==> config.mk <==
export PLATFORM = sky130hd
export DESIGN_NAME = i2c_byte_seq
export DESIGN_NICKNAME = d
export VERILOG_FILES = /design/src/rtl/i2c_seq_pkg.sv /design/src/rtl/i2c_seq_cmd.sv /design/src/rtl/i2c_seq_shift.sv /design/src/rtl/i2c_seq_status.sv /design/src/rtl/i2c_byte_seq.sv
export SDC_FILE = /design/constraint.sdc
export NUM_CORES = 1
export LEC_CHECK = 0
export ABC_AREA = 1
export CORE_ASPECT_RATIO = 0.9
export CORE_UTILIZATION = 49
export DETAILED_ROUTE_END_ITERATION = 16
export PLACE_DENSITY = 0.87
export SYNTH_ARGS = -nofsm -noshare
export SYNTH_HDL_FRONTEND = slang
export SYNTH_SLANG_ARGS = --single-unit
==> constraint.sdc <==
create_clock -name clk -period 2.1 [get_ports clk]
set_clock_uncertainty 0.2 [all_clocks]
set_input_delay 0.21 -clock clk [delete_from_list [all_inputs] [get_ports clk]]
set_output_delay 0.21 -clock clk [all_outputs]
set_load 0.05 [all_outputs]
==> src/rtl/i2c_seq_pkg.sv <==
package i2c_seq_pkg;

   localparam int CMD_W   = 8;
   localparam int CB_STA  = 7;
   localparam int CB_STO  = 6;
   localparam int CB_RD   = 5;
   localparam int CB_WR   = 4;
   localparam int CB_ACK  = 3;
   localparam int CB_IACK = 0;

   typedef enum logic [1:0] {
      BOP_START = 2'd0,
      BOP_STOP  = 2'd1,
      BOP_WRITE = 2'd2,
      BOP_READ  = 2'd3
   } bop_e;

   typedef enum logic [2:0] {
      SQ_IDLE,
      SQ_START,
      SQ_DATA,
      SQ_ACK,
      SQ_STOP
   } sq_state_e;

   typedef struct packed {
      logic sto;
      logic rd;
      logic wr;
      logic ack;
   } cmd_t;

endpackage

==> src/rtl/i2c_seq_cmd.sv <==
module i2c_seq_cmd
   import i2c_seq_pkg::*;
(
   input  logic             clk,
   input  logic             rst_n,
   input  logic             core_en,
   input  logic             idle,
   input  logic [CMD_W-1:0] cmd_pulse,
   output logic             accept,
   output logic             iack,
   output logic             sta_now,
   output cmd_t             now_cmd,
   output cmd_t             held_cmd
);

   logic unused_rsvd;
   assign unused_rsvd = ^cmd_pulse[2:1];

   always_comb begin
      sta_now     = cmd_pulse[CB_STA];
      now_cmd.wr  = cmd_pulse[CB_WR];
      now_cmd.rd  = cmd_pulse[CB_RD] & ~cmd_pulse[CB_WR];
      now_cmd.sto = cmd_pulse[CB_STO];
      now_cmd.ack = cmd_pulse[CB_ACK];
   end

   assign accept = core_en & idle &
                   (sta_now | now_cmd.wr | now_cmd.rd | now_cmd.sto);
   assign iack   = core_en & cmd_pulse[CB_IACK];

   always_ff @(posedge clk or negedge rst_n) begin
      if (!rst_n)      held_cmd <= '0;
      else if (accept) held_cmd <= now_cmd;
   end

endmodule

==> src/rtl/i2c_seq_shift.sv <==
module i2c_seq_shift #(
   parameter int DATA_W    = 8,
   parameter bit MSB_FIRST = 1'b1
) (
   input  logic              clk,
   input  logic              rst_n,
   input  logic              load,
   input  logic [DATA_W-1:0] load_val,
   input  logic              shift_en,
   input  logic              din,
   output logic              dout,
   output logic              last_bit,
   output logic [DATA_W-1:0] word_next
);

   localparam int CNT_W = (DATA_W > 2) ? $clog2(DATA_W) : 1;
   localparam logic [CNT_W-1:0] LAST_IDX = CNT_W'(DATA_W - 1);

   logic [DATA_W-1:0] sreg;
   logic [CNT_W-1:0]  cnt;

   generate
      if (MSB_FIRST) begin : g_msb
         assign dout      = sreg[DATA_W-1];
         assign word_next = {sreg[DATA_W-2:0], din};
      end else begin : g_lsb
         assign dout      = sreg[0];
         assign word_next = {din, sreg[DATA_W-1:1]};
      end
   endgenerate

   assign last_bit = (cnt == LAST_IDX);

   always_ff @(posedge clk or negedge rst_n) begin
      if (!rst_n) begin
         sreg <= '0;
         cnt  <= '0;
      end else if (load) begin
         sreg <= load_val;
         cnt  <= '0;
      end else if (shift_en) begin
         sreg <= word_next;
         cnt  <= last_bit ? '0 : cnt + 1'b1;
      end
   end

endmodule

==> src/rtl/i2c_seq_status.sv <==
module i2c_seq_status #(
   parameter int DATA_W = 8
) (
   input  logic              clk,
   input  logic              rst_n,
   input  logic              accept,
   input  logic              cmd_done,
   input  logic              arb_hit,
   input  logic              iack,
   input  logic              ack_smp,
   input  logic              ack_val,
   input  logic              rx_load,
   input  logic [DATA_W-1:0] rx_val,
   input  logic              int_en,
   output logic [DATA_W-1:0] rx_byte,
   output logic              rx_ack,
   output logic              al,
   output logic              irq_flag,
   output logic              irq
);

   always_ff @(posedge clk or negedge rst_n) begin
      if (!rst_n) begin
         rx_byte  <= '0;
         rx_ack   <= 1'b0;
         al       <= 1'b0;
         irq_flag <= 1'b0;
      end else begin
         if (rx_load) rx_byte <= rx_val;
         if (ack_smp) rx_ack  <= ack_val;
         if (arb_hit)     al <= 1'b1;
         else if (accept) al <= 1'b0;
         if (cmd_done || arb_hit) irq_flag <= 1'b1;
         else if (iack)           irq_flag <= 1'b0;
      end
   end

   assign irq = irq_flag & int_en;

endmodule

==> src/rtl/i2c_byte_seq.sv <==
module i2c_byte_seq
   import i2c_seq_pkg::*;
#(
   parameter int DATA_W    = 8,
   parameter bit MSB_FIRST = 1'b1
) (
   input  logic              clk,
   input  logic              rst_n,
   input  logic              core_en,
   input  logic              int_en,
   input  logic [CMD_W-1:0]  cmd_pulse,
   input  logic [DATA_W-1:0] tx_byte,
   output logic              bc_req,
   output logic [1:0]        bc_op,
   output logic              bc_dout,
   input  logic              bc_done,
   input  logic              bc_din,
   input  logic              bc_arb_lost,
   output logic [DATA_W-1:0] rx_byte,
   output logic              rx_ack,
   output logic              tip,
   output logic              al,
   output logic              irq_flag,
   output logic              irq
);

   initial begin
      assert (DATA_W >= 2) else $fatal(1, "DATA_W must be at least 2");
   end

   sq_state_e         state_q, state_nxt, launch;
   logic              issue_q;
   logic              idle, accept, iack, sta_now;
   cmd_t              now_cmd, held_cmd;
   logic              step_done, arb_hit, cmd_done;
   logic              shift_en, last_bit, dbit, ack_smp, rx_load;
   logic [DATA_W-1:0] word_next;

   assign idle = (state_q == SQ_IDLE);

   i2c_seq_cmd u_cmd (
      .clk      (clk),
      .rst_n    (rst_n),
      .core_en  (core_en),
      .idle     (idle),
      .cmd_pulse(cmd_pulse),
      .accept   (accept),
      .iack     (iack),
      .sta_now  (sta_now),
      .now_cmd  (now_cmd),
      .held_cmd (held_cmd)
   );

   assign step_done = bc_done & ~issue_q & ~idle;
   assign arb_hit   = bc_arb_lost & ~idle & core_en;

   always_comb begin
      if (sta_now)                     launch = SQ_START;
      else if (now_cmd.wr | now_cmd.rd) launch = SQ_DATA;
      else                             launch = SQ_STOP;
   end

   always_comb begin
      state_nxt = state_q;
      unique case (state_q)
         SQ_START: begin
            if (held_cmd.wr | held_cmd.rd) state_nxt = SQ_DATA;
            else if (held_cmd.sto)         state_nxt = SQ_STOP;
            else                           state_nxt = SQ_IDLE;
         end
         SQ_DATA:  state_nxt = last_bit ? SQ_ACK : SQ_DATA;
         SQ_ACK:   state_nxt = held_cmd.sto ? SQ_STOP : SQ_IDLE;
         SQ_STOP:  state_nxt = SQ_IDLE;
         default:  state_nxt = SQ_IDLE;
      endcase
   end

   always_ff @(posedge clk or negedge rst_n) begin
      if (!rst_n) begin
         state_q <= SQ_IDLE;
         issue_q <= 1'b0;
         tip     <= 1'b0;
      end else if (!core_en || arb_hit) begin
         state_q <= SQ_IDLE;
         issue_q <= 1'b0;
         tip     <= 1'b0;
      end else if (accept) begin
         state_q <= launch;
         issue_q <= 1'b1;
         tip     <= 1'b1;
      end else if (step_done) begin
         state_q <= state_nxt;
         issue_q <= (state_nxt != SQ_IDLE);
         tip     <= (state_nxt != SQ_IDLE);
      end else begin
         issue_q <= 1'b0;
      end
   end

   assign cmd_done = step_done & core_en & ~arb_hit & (state_nxt == SQ_IDLE);
   assign shift_en = step_done & core_en & ~arb_hit & (state_q == SQ_DATA);
   assign ack_smp  = step_done & core_en & ~arb_hit & (state_q == SQ_ACK) & held_cmd.wr;
   assign rx_load  = shift_en & last_bit & held_cmd.rd;

   i2c_seq_shift #(
      .DATA_W   (DATA_W),
      .MSB_FIRST(MSB_FIRST)
   ) u_shift (
      .clk      (clk),
      .rst_n    (rst_n),
      .load     (accept),
      .load_val (tx_byte),
      .shift_en (shift_en),
      .din      (bc_din),
      .dout     (dbit),
      .last_bit (last_bit),
      .word_next(word_next)
   );

   assign bc_req = issue_q;

   always_comb begin
      bc_op   = BOP_START;
      bc_dout = 1'b1;
      unique case (state_q)
         SQ_START: bc_op = BOP_START;
         SQ_STOP:  bc_op = BOP_STOP;
         SQ_DATA: begin
            bc_op   = held_cmd.wr ? BOP_WRITE : BOP_READ;
            bc_dout = held_cmd.wr ? dbit : 1'b1;
         end
         SQ_ACK: begin
            bc_op   = held_cmd.wr ? BOP_READ : BOP_WRITE;
            bc_dout = held_cmd.wr ? 1'b1 : held_cmd.ack;
         end
         default: bc_op = BOP_START;
      endcase
   end

   i2c_seq_status #(
      .DATA_W(DATA_W)
   ) u_status (
      .clk     (clk),
      .rst_n   (rst_n),
      .accept  (accept),
      .cmd_done(cmd_done),
      .arb_hit (arb_hit),
      .iack    (iack),
      .ack_smp (ack_smp),
      .ack_val (bc_din),
      .rx_load (rx_load),
      .rx_val  (word_next),
      .int_en  (int_en),
      .rx_byte (rx_byte),
      .rx_ack  (rx_ack),
      .al      (al),
      .irq_flag(irq_flag),
      .irq     (irq)
   );

endmodule

* Word-level counts from Yosys, hierarchy flattened
Cells that the tools add are included.
** Storage, ports and cells
- Register bits :: 31
- Input port bits :: 23
- Output and inout port bits :: 17
- Logic and storage cells :: 85
** Operators by class
- $add $sub $neg :: 1
- Equality and inequality tests :: 5
- Multiplexer cells :: 30
- Bitwise operators :: 26
- Reductions and logical operators :: 10
** Operators by type and width (count)
- $mux 3 :: 10
- $and 1x1->1 :: 17
- $mux 8 :: 2
- $mux 1 :: 15
- $pmux 3 s3 :: 1
- $eq 3x2->1 const B :: 2
- $eq 3x3->1 const B :: 2
- $logic_not 3->1 :: 2
- $pmux 2 s3 :: 1
- $reduce_bool 2->1 :: 3
- $reduce_bool 3->1 :: 2
- $or 1x1->1 :: 5
- $not 1->1 :: 4
- $add 3x1->3 const B :: 1
- $eq 3x1->1 const B :: 1
- $logic_or 1x1->1 :: 2
- $pmux 1 s2 :: 1
- $logic_not 1->1 :: 1

* Logic depth before layout (Yosys ltp)
Gate-level depths: netlist of run 1.
- Depth in word-level cells :: 9
- Gate-level depth with buffers :: 9
- Depth with buffers taken out :: 8

* By module
Synthesis of run 1 repeated with hierarchy kept, for this count alone.
** Second synthesis, totals
- Cell total of the unflattened synthesis :: 223
- Area, all modules :: 1715.4 sq um
** Modules (own cells, without submodules)
- i2c_seq_shift :: times used 1, cells an instance 66, area each 560.5 sq um, seq. area each 275.3 sq um
- i2c_byte_seq :: times used 1, cells an instance 75, area each 485.5 sq um, seq. area each 125.1 sq um
- i2c_seq_status :: times used 1, cells an instance 51, area each 432.9 sq um, seq. area each 275.3 sq um
- i2c_seq_cmd :: times used 1, cells an instance 31, area each 236.5 sq um, seq. area each 100.1 sq um

* Least setup slack after synthesis of run 1
OpenSTA, ideal clock, no wires.
- Path type :: register to output
- Start :: register state_q[2]
- End :: output bc_op[0]
- Arrival :: 1.605 ns
- Required time :: 1.690 ns
- Path slack :: 0.085 ns
- Cell stages (with the launch flop) :: 6
- Path buffers :: 0
- Cells stage by stage :: dfrtp_1 -> inv_1 -> nand2_2 -> nor2_4 -> inv_1 -> o211ai_1
** On the way
- Longest elaborated chain between the ends :: 2
- Elaborated cells on any way between the ends :: 4
- Classes of those cells :: eq/ne (3); mux (1)
** Ends and longest elaborated chain
- from (decl) :: line i2c_byte_seq.sv:31 : sq_state_e state_q, state_nxt, launch;
- from (signal assigned) :: line i2c_byte_seq.sv:88 : state_q <= launch;
- from (signal assigned) :: line i2c_byte_seq.sv:92 : state_q <= state_nxt;
- $eq 3x2->1 / $eq 3x3->1 (equally long branches) :: line i2c_byte_seq.sv:125 : unique case (state_q)
- $pmux 2 s3 (*) :: line i2c_byte_seq.sv:125
- to (decl) :: line i2c_byte_seq.sv:14 : output logic [1:0] bc_op,
Mark *: on every way between the ends. The rest lies on a longest branch, timed or not.

* Worst setup path after layout of run 1
Ends and elaborated chain as after synthesis.

==> results of run 1 <==
[area by class of cell]
type	instances	share of cell area, %
clock buffers	6	3.54
clock inverters	2	1.50
inverters	15	2.42
multi-input cells	160	35.6
flip-flops and latches	31	33.4
well taps	42	2.26
repair buffers	52	21.4
[cells by family after synthesis]
logic type,after synthesis,share of synthesized area [%]
flops,31,45.6
fa+ha+maj,2,1.47
simple gates,137,39.7
buf+inv,22,6.10
compound gates,21,7.20
[worst max-delay path, delay by kind of cell (launching register included)]
family	cells	cell delay (ns)
simple gates	2	0.25
compound gates	1	0.21
flops	1	0.41
buf+inv	3	0.47
[metal layers]
| metal | GRT usage [%] | routed length, um | vias up |
|---|---|---|---|
| met5 | 0 | 0 | - |
| met4 | 11.1 | 82 | 0 |
| met3 | 7.09 | 256 | 9 |
| met2 | 37.8 | 2070 | 49 |
| met1 | 31.8 | 1810 | 770 |
| li1 | - | - | 780 |
[where the power goes]
group          switching (uW)  internal, uW  leakage [uW]
sequential                101           694      0.000412
combinational             344           229      0.000741
clock                     236           384     0.0000612
[repair_timing]
action                     in CTS  in global routing
hold buffers                    0                  0
setup endpoints to repair       0                  2
gates resized for setup         0                  5
buffers inserted                0                  5
[cell usage after synthesis (all sizes together)]
cell type	instances
ha	2
o21ai	14
nand3	27
dfrtp	31
a21oi	6
nand2	91
nand3b	1
buf	5
nor3	1
o211ai	1
nor2	16
nand4	1
clkbuf	2
inv	15
[layout by cell type (no fill, tap or decap), drive strengths merged]
cell type | netlist | routed
nand2 | 91 | 91
clkdlybuf4s50 | 0 | 33
dfrtp | 31 | 31
nand3 | 27 | 27
buf | 5 | 18
nor2 | 16 | 16
inv | 15 | 15
o21ai | 14 | 14
clkbuf | 2 | 6
a21oi | 6 | 6
ha | 2 | 2
o211ai | 1 | 1
nor3 | 1 | 1
nand4 | 1 | 1
nand3b | 1 | 1
bufinv | 0 | 1
clkinv | 0 | 1
bufbuf | 0 | 1
[flip-flops by register name, indices dropped and copies added, names as in the netlist]
register,cells
state_q,3
u_status.irq_flag,1
u_shift.cnt,3
tip,1
u_status.rx_ack,1
u_status.rx_byte,8
u_status.al,1
u_cmd.held_cmd,4
bc_req,1
u_shift.sreg,8
[worst max-delay path by stage]
stage	to	slack, ns	cells after the start
3_3_place_gp	u_shift.sreg[4]	0.18	9
4_1_cts	bc_op[0]	0.009	6
6_report	bc_op[0]	0.05	6
3_5_place_dp	u_shift.sreg[5]	0.15	9
2_1_floorplan	bc_op[0]	0.08	5
5_1_grt	bc_op[0]	-0.03	6
[metrics by stage]
step / setup slack (ns) / cells / area [um^2] / utilization, % / hold WS [ns]
finish: 0.0535 / 308 / 2330 / 73.1 / 0.107
detailed placement: 0.152 / 295 / 2160 / 67.7 / 0.262
floorplan: 0.0849 / 213 / 1700 / - / -0.286
global placement: 0.183 / 295 / 2160 / 67.7 / 0.260
CTS: 0.00865 / 303 / 2270 / 71.4 / 0.111
global route: -0.0284 / 308 / 2330 / 73.1 / 0.132
==> out/results.ini, run 1 <==
[final_layout]
antennaDiodeCount = 0
fillers = 259
area_delta_synth_final_pct = 36.8
final_nets = 290
multi_input_area_um2 = 828
seq_area_um2 = 777
drive_gt1_share_pct = 20.3

[route]
num_vias = 1608
dr.pass1.iters = 4
drt-vias-per-instance = 5.22
ant_nets = 0
wirelength_mm = 4.22
drtIter0Drc = 113
drt-wirelength-per-cell_um = 13.7
drc_errors = 0

[clock_tree]
cts_sinks = 31
path_clk_slew_ns = 0.07
cts_tree = yes
clk_latency_ns = 0.29
clockBufferDepth = 2
cts-root-buf = clkbuf_8
cts_max_level = 2
cts_made_buffers = 5

[global_route]
grt_pass1_wl_mm = 6.62
grtUsageTotal_pct = 24.4
grt_start_max_net_pins = 32
grt_remaining_overflow = 0
grt_pass1_vias = 1423
antenna_found_initial = 0

[setup_path]
crit_type = register to output pin
critPathCaptureType = output pin
path_common_cell = inv_2
r2r-start = state_q[0]
crit_fanout = 4
worstSetupStartpointType = register
critPathMaxStageDelay_ns = 0.41
crit_slowest_cell = dfrtp_1
reg2reg_slack_ns = 0.31
path_cells = inv_2 > nand2_2 > nor2_4 > inv_2 > o211ai_1 > bufbuf_16
cp.required_ns = 1.69
crit_arrival_ns = 1.64
r2r_cells = 9
r2r-end = u_shift.sreg[5]
startpoint = state_q[2]

[synthesis]
synthCells = 213
ys_types = 23
netlist_area_mm2 = 0.00170
syn_avg_cell_area_um2 = 7.99
seq_area_frac_synth_pct = 45.6
synth_top_cell_by_area = dfrtp_1
synthDominantCellAreaShare_pct = 45.6
synth_nets = 238
yosysWarnings = 0
ys_ff_latch = 31
synth_area_leaders = dfrtp_1 (46%), nand2_1 (19%), nand3_2 (7.1%), nand3_1 (4.4%), inv_1 (3.3%)

[die]
core_mm2 = 0.00319
die_h_um = 57.9
die_w_um = 64.1
start_util_pct = 53.5
dieArea_mm2 = 0.00372
row_count = 19
ios = 40

[pwr]
ir_drop_v = 0.000761
powerDensity_mw_per_mm2 = 853
power_uw = 1990
p_leak_uw = 0.00121

[place]
portBuffers = 37
dp_hpwl_mm = 2.83
place_congestion = 0.830

[sta]
period_share_pct = 97.5
finalSetupTns_ns = 0
relSlewSlack_pct = 64.5
final-hold-violation-count = 0
post-route-min-period_ns = 2.05
finalMaxSlewViolations = 0
worst-slew-pin-transition_ns = 0.531
maxClockFrequency_mhz = 489
setup_viol = 0

[min_path]
hold_path.class = primary input to async pin

[status]
outcome = completed

[run]
max-cap-violations = 0

Note: power is estimated with default switching activity, not from simulation.
==> inputs of run 2 (changes only) <==
GPL_ROUTABILITY_DRIVEN = 0   (was default)
SKIP_LAST_GASP = 1   (was default)
==> results of run 2 <==
Final layout, timing and power as in run 1 (identical DEF).
==> inputs of run 3 (changes only) <==
CORE_UTILIZATION = 55   (was 49)
DONT_BUFFER_PORTS = 1   (was default)
PLACE_DENSITY = 0.78   (was 0.87)
SKIP_CTS_REPAIR_TIMING = 1   (was default)
SYNTH_HIERARCHICAL = 1   (was default)
==> out/results.ini, run 3 <==
[final_layout]
top_regs = u_shift/sreg (8), u_status/rx_byte (8), u_cmd/held_cmd (4)  ; was u_shift.sreg (8), u_status.rx_byte (8), u_cmd.held_cmd (4)
antennaDiodeCount = 0  ; unchanged
final_nets = 278  ; was 290
area_delta_synth_final_pct = 23.0  ; was 36.8%
fillers = 230  ; was 259
finish.utilization_pct = 73.7  ; was 73.1%
instances_no_fill = 294  ; was 308
final_cell_mix = nand2_1 (90), dfrtp_1 (31), dlygate4sd3_1 (23)  ; was nand2_1 (87), clkdlybuf4s50_1 (33), dfrtp_1 (30)
drive_gt1_share_pct = 17.3  ; was 20.3%
final_common_cell = nand2_1  ; unchanged

[global_route]
grtUsageTotal_pct = 22.5  ; was 24.4%
grt_remaining_overflow = 0  ; unchanged
antenna_found_initial = 0  ; unchanged
grt_pass1_vias = 1188  ; was 1423
grt_pass1_wl_mm = 5.18  ; was 6.62 mm
grt_start_max_net_pins = 32  ; unchanged

[synthesis]
synth_nets = 246  ; was 238
netlist_area_mm2 = 0.00170  ; about the same
yosysWarnings = 6  ; was 0
synthCells = 221  ; was 213
syn_avg_cell_area_um2 = 7.69  ; was 7.99 um^2

[clock_tree]
path_clk_slew_ns = 0.10  ; was 0.07 ns
cts_tree = yes  ; unchanged
cts_max_level = 2  ; unchanged
cts_made_buffers = 5  ; unchanged
cts-root-buf = clkbuf_4  ; was clkbuf_8
cts_sinks = 31  ; unchanged
clk_latency_ns = 0.35  ; was 0.29 ns
clockBufferDepth = 2  ; unchanged

[setup_path]
cp_top_family = flip-flops  ; was buffers and inverters
cp.required_ns = 1.69  ; about the same
worstSetupStartpointType = register  ; unchanged
path_cells = inv_1 > nand3_2 > o211ai_1 > buf_4  ; was inv_2 > nand2_2 > nor2_4 > inv_2 > o211ai_1 > bufbuf_16
critPathMaxStageDelay_ns = 0.46  ; was 0.41 ns
crit_slowest_cell = dfrtp_1  ; unchanged
critPathCaptureType = output pin  ; unchanged
crit_arrival_ns = 1.61  ; was 1.64 ns
crit_fanout = 8  ; was 4
crit_type = register to output pin  ; unchanged
path_buf_inv = 2  ; was 3

[pwr]
power_uw = 1690  ; was 1990 uW
clockPowerShare_pct = 29.6  ; was 31.2%
switchingPower_uw = 581  ; was 681 uW
p_leak_uw = 0.00112  ; was 0.00121 uW
power_frac_seq_pct = 44.9  ; was 40.0%
powerDensity_mw_per_mm2 = 807  ; was 853 mW/mm^2
combPwrFrac_pct = 25.6  ; was 28.8%
internal-power_uw = 1100  ; was 1310 uW
ir_drop_v = 0.000627  ; was 0.000761 V
switching_share_pct = 34.5  ; was 34.3%

[sta]
finalMaxSlewViolations = 0  ; unchanged
relSlewSlack_pct = 67.2  ; was 64.5%
period_share_pct = 96.3  ; was 97.5%
post-route-min-period_ns = 2.02  ; was 2.05 ns
finalSetupTns_ns = 0  ; unchanged
worst-slew-pin-transition_ns = 0.492  ; was 0.531 ns
final-hold-violation-count = 1  ; was 0
maxClockFrequency_mhz = 494  ; was 489 MHz
hold_slack_ns = -0.0574  ; was 0.107 ns
setup_viol = 0  ; unchanged

[die]
dieArea_mm2 = 0.00332  ; was 0.00372 mm^2
die_h_um = 54.8  ; was 57.9 um
core_mm2 = 0.00284  ; was 0.00319 mm^2
die_w_um = 60.6  ; was 64.1 um
ios = 40  ; unchanged
row_count = 18  ; was 19
start_util_pct = 59.9  ; was 53.5%

[status]
failed_checks = hold timing
outcome = complete, but fails checks  ; was completed

[run]
max-cap-violations = 0  ; unchanged

[route]
drt-vias-per-instance = 4.78  ; was 5.22
drt-wirelength-per-cell_um = 11.8  ; was 13.7 um
wirelength_mm = 3.48  ; was 4.22 mm
drtIter0Drc = 59  ; was 113
dr.pass1.iters = 4  ; unchanged
drc_errors = 0  ; unchanged
num_vias = 1404  ; was 1608
ant_nets = 0  ; unchanged

[place]
dp.cells = 262  ; was 295
dp_hpwl_mm = 2.28  ; was 2.83 mm
portBuffers = 0  ; was 37

[min_path]
hold_path.class = primary input to register  ; was primary input to async pin

run 3: changes by cell type in the layout (fill, tap and decap cells not counted), moves of 4 or more:
| cell | before | now |
|---|---|---|
| clkdlybuf4s50_1 | 33 | 0 |
| a21oi_1 | 5 | 0 |
| clkbuf_4 | 0 | 5 |
| dlygate4sd3_1 | 0 | 23 |
| o21ai_0 | 10 | 3 |
| buf_4 | 18 | 8 |
| nand3_1 | 15 | 20 |
| clkbuf_8 | 6 | 1 |
| nor2_2 | 0 | 4 |
| nand3_2 | 12 | 2 |
| inv_1 | 13 | 22 |
| nand2_4 | 1 | 5 |
run 3: worst paths after layout:
check                                  start                end  slack (ns)  cells past startpoint
setup / recovery                  state_q[0]            bc_dout        0.08                      4
hold / removal                  cmd_pulse[4]         state_q[2]       -0.06                      5
setup reg to reg                  state_q[0]         state_q[0]        0.13                      6
hold reg to reg            u_cmd/held_cmd[3]  u_cmd/held_cmd[3]        0.29                      2
max in group asynchronous              rst_n     u_shift/cnt[0]        1.42                      2
min in group asynchronous              rst_n             bc_req        0.10                      2
run 3: worst reg2reg max path: cells and delay by family (launching register included):
family,cells,cell delay (ns)
simple gates,3,0.34
buf+inv,1,0.60
flops,1,0.46
compound gates,2,0.31
run 3: final cells by class:
class	count	area [um^2]	share of cell area, %
Sequential cell	31	776	37.1
Multi-Input combinational cell	156	762	36.4
Timing Repair Buffer	32	310	14.8
Inverter	27	106	5.09
Clock buffer	6	51.3	2.45
Tap cell	40	50.0	2.39
Clock inverter	2	35.0	1.68
run 3: metrics by stage:
stage,instance area [um^2],setup slack (ns)
after floorplan,1700,0.0349
after global placement,1750,0.227
after detailed placement,1750,0.223
after CTS,1830,0.0691
after global routing,2090,-0.0612
final,2090,0.0767
run 3: per-layer routing:
metal	vias up	global-route usage [%]	share of wire [%]
met4	0	10.2	1.4
met1	615	29.6	49
met2	37	31.3	43
met5	-	0	0
li1	746	-	-
met3	6	10.2	5.9
run 3: power groups by stage:
stage	Clock [uW]	Sequential (uW)	Combinational [uW]
2_1_floorplan	0	784	279
3_3_place_gp	0	763	359
3_5_place_dp	0	765	365
4_1_cts	507	753	366
5_1_grt	537	768	480
6_report	499	757	431
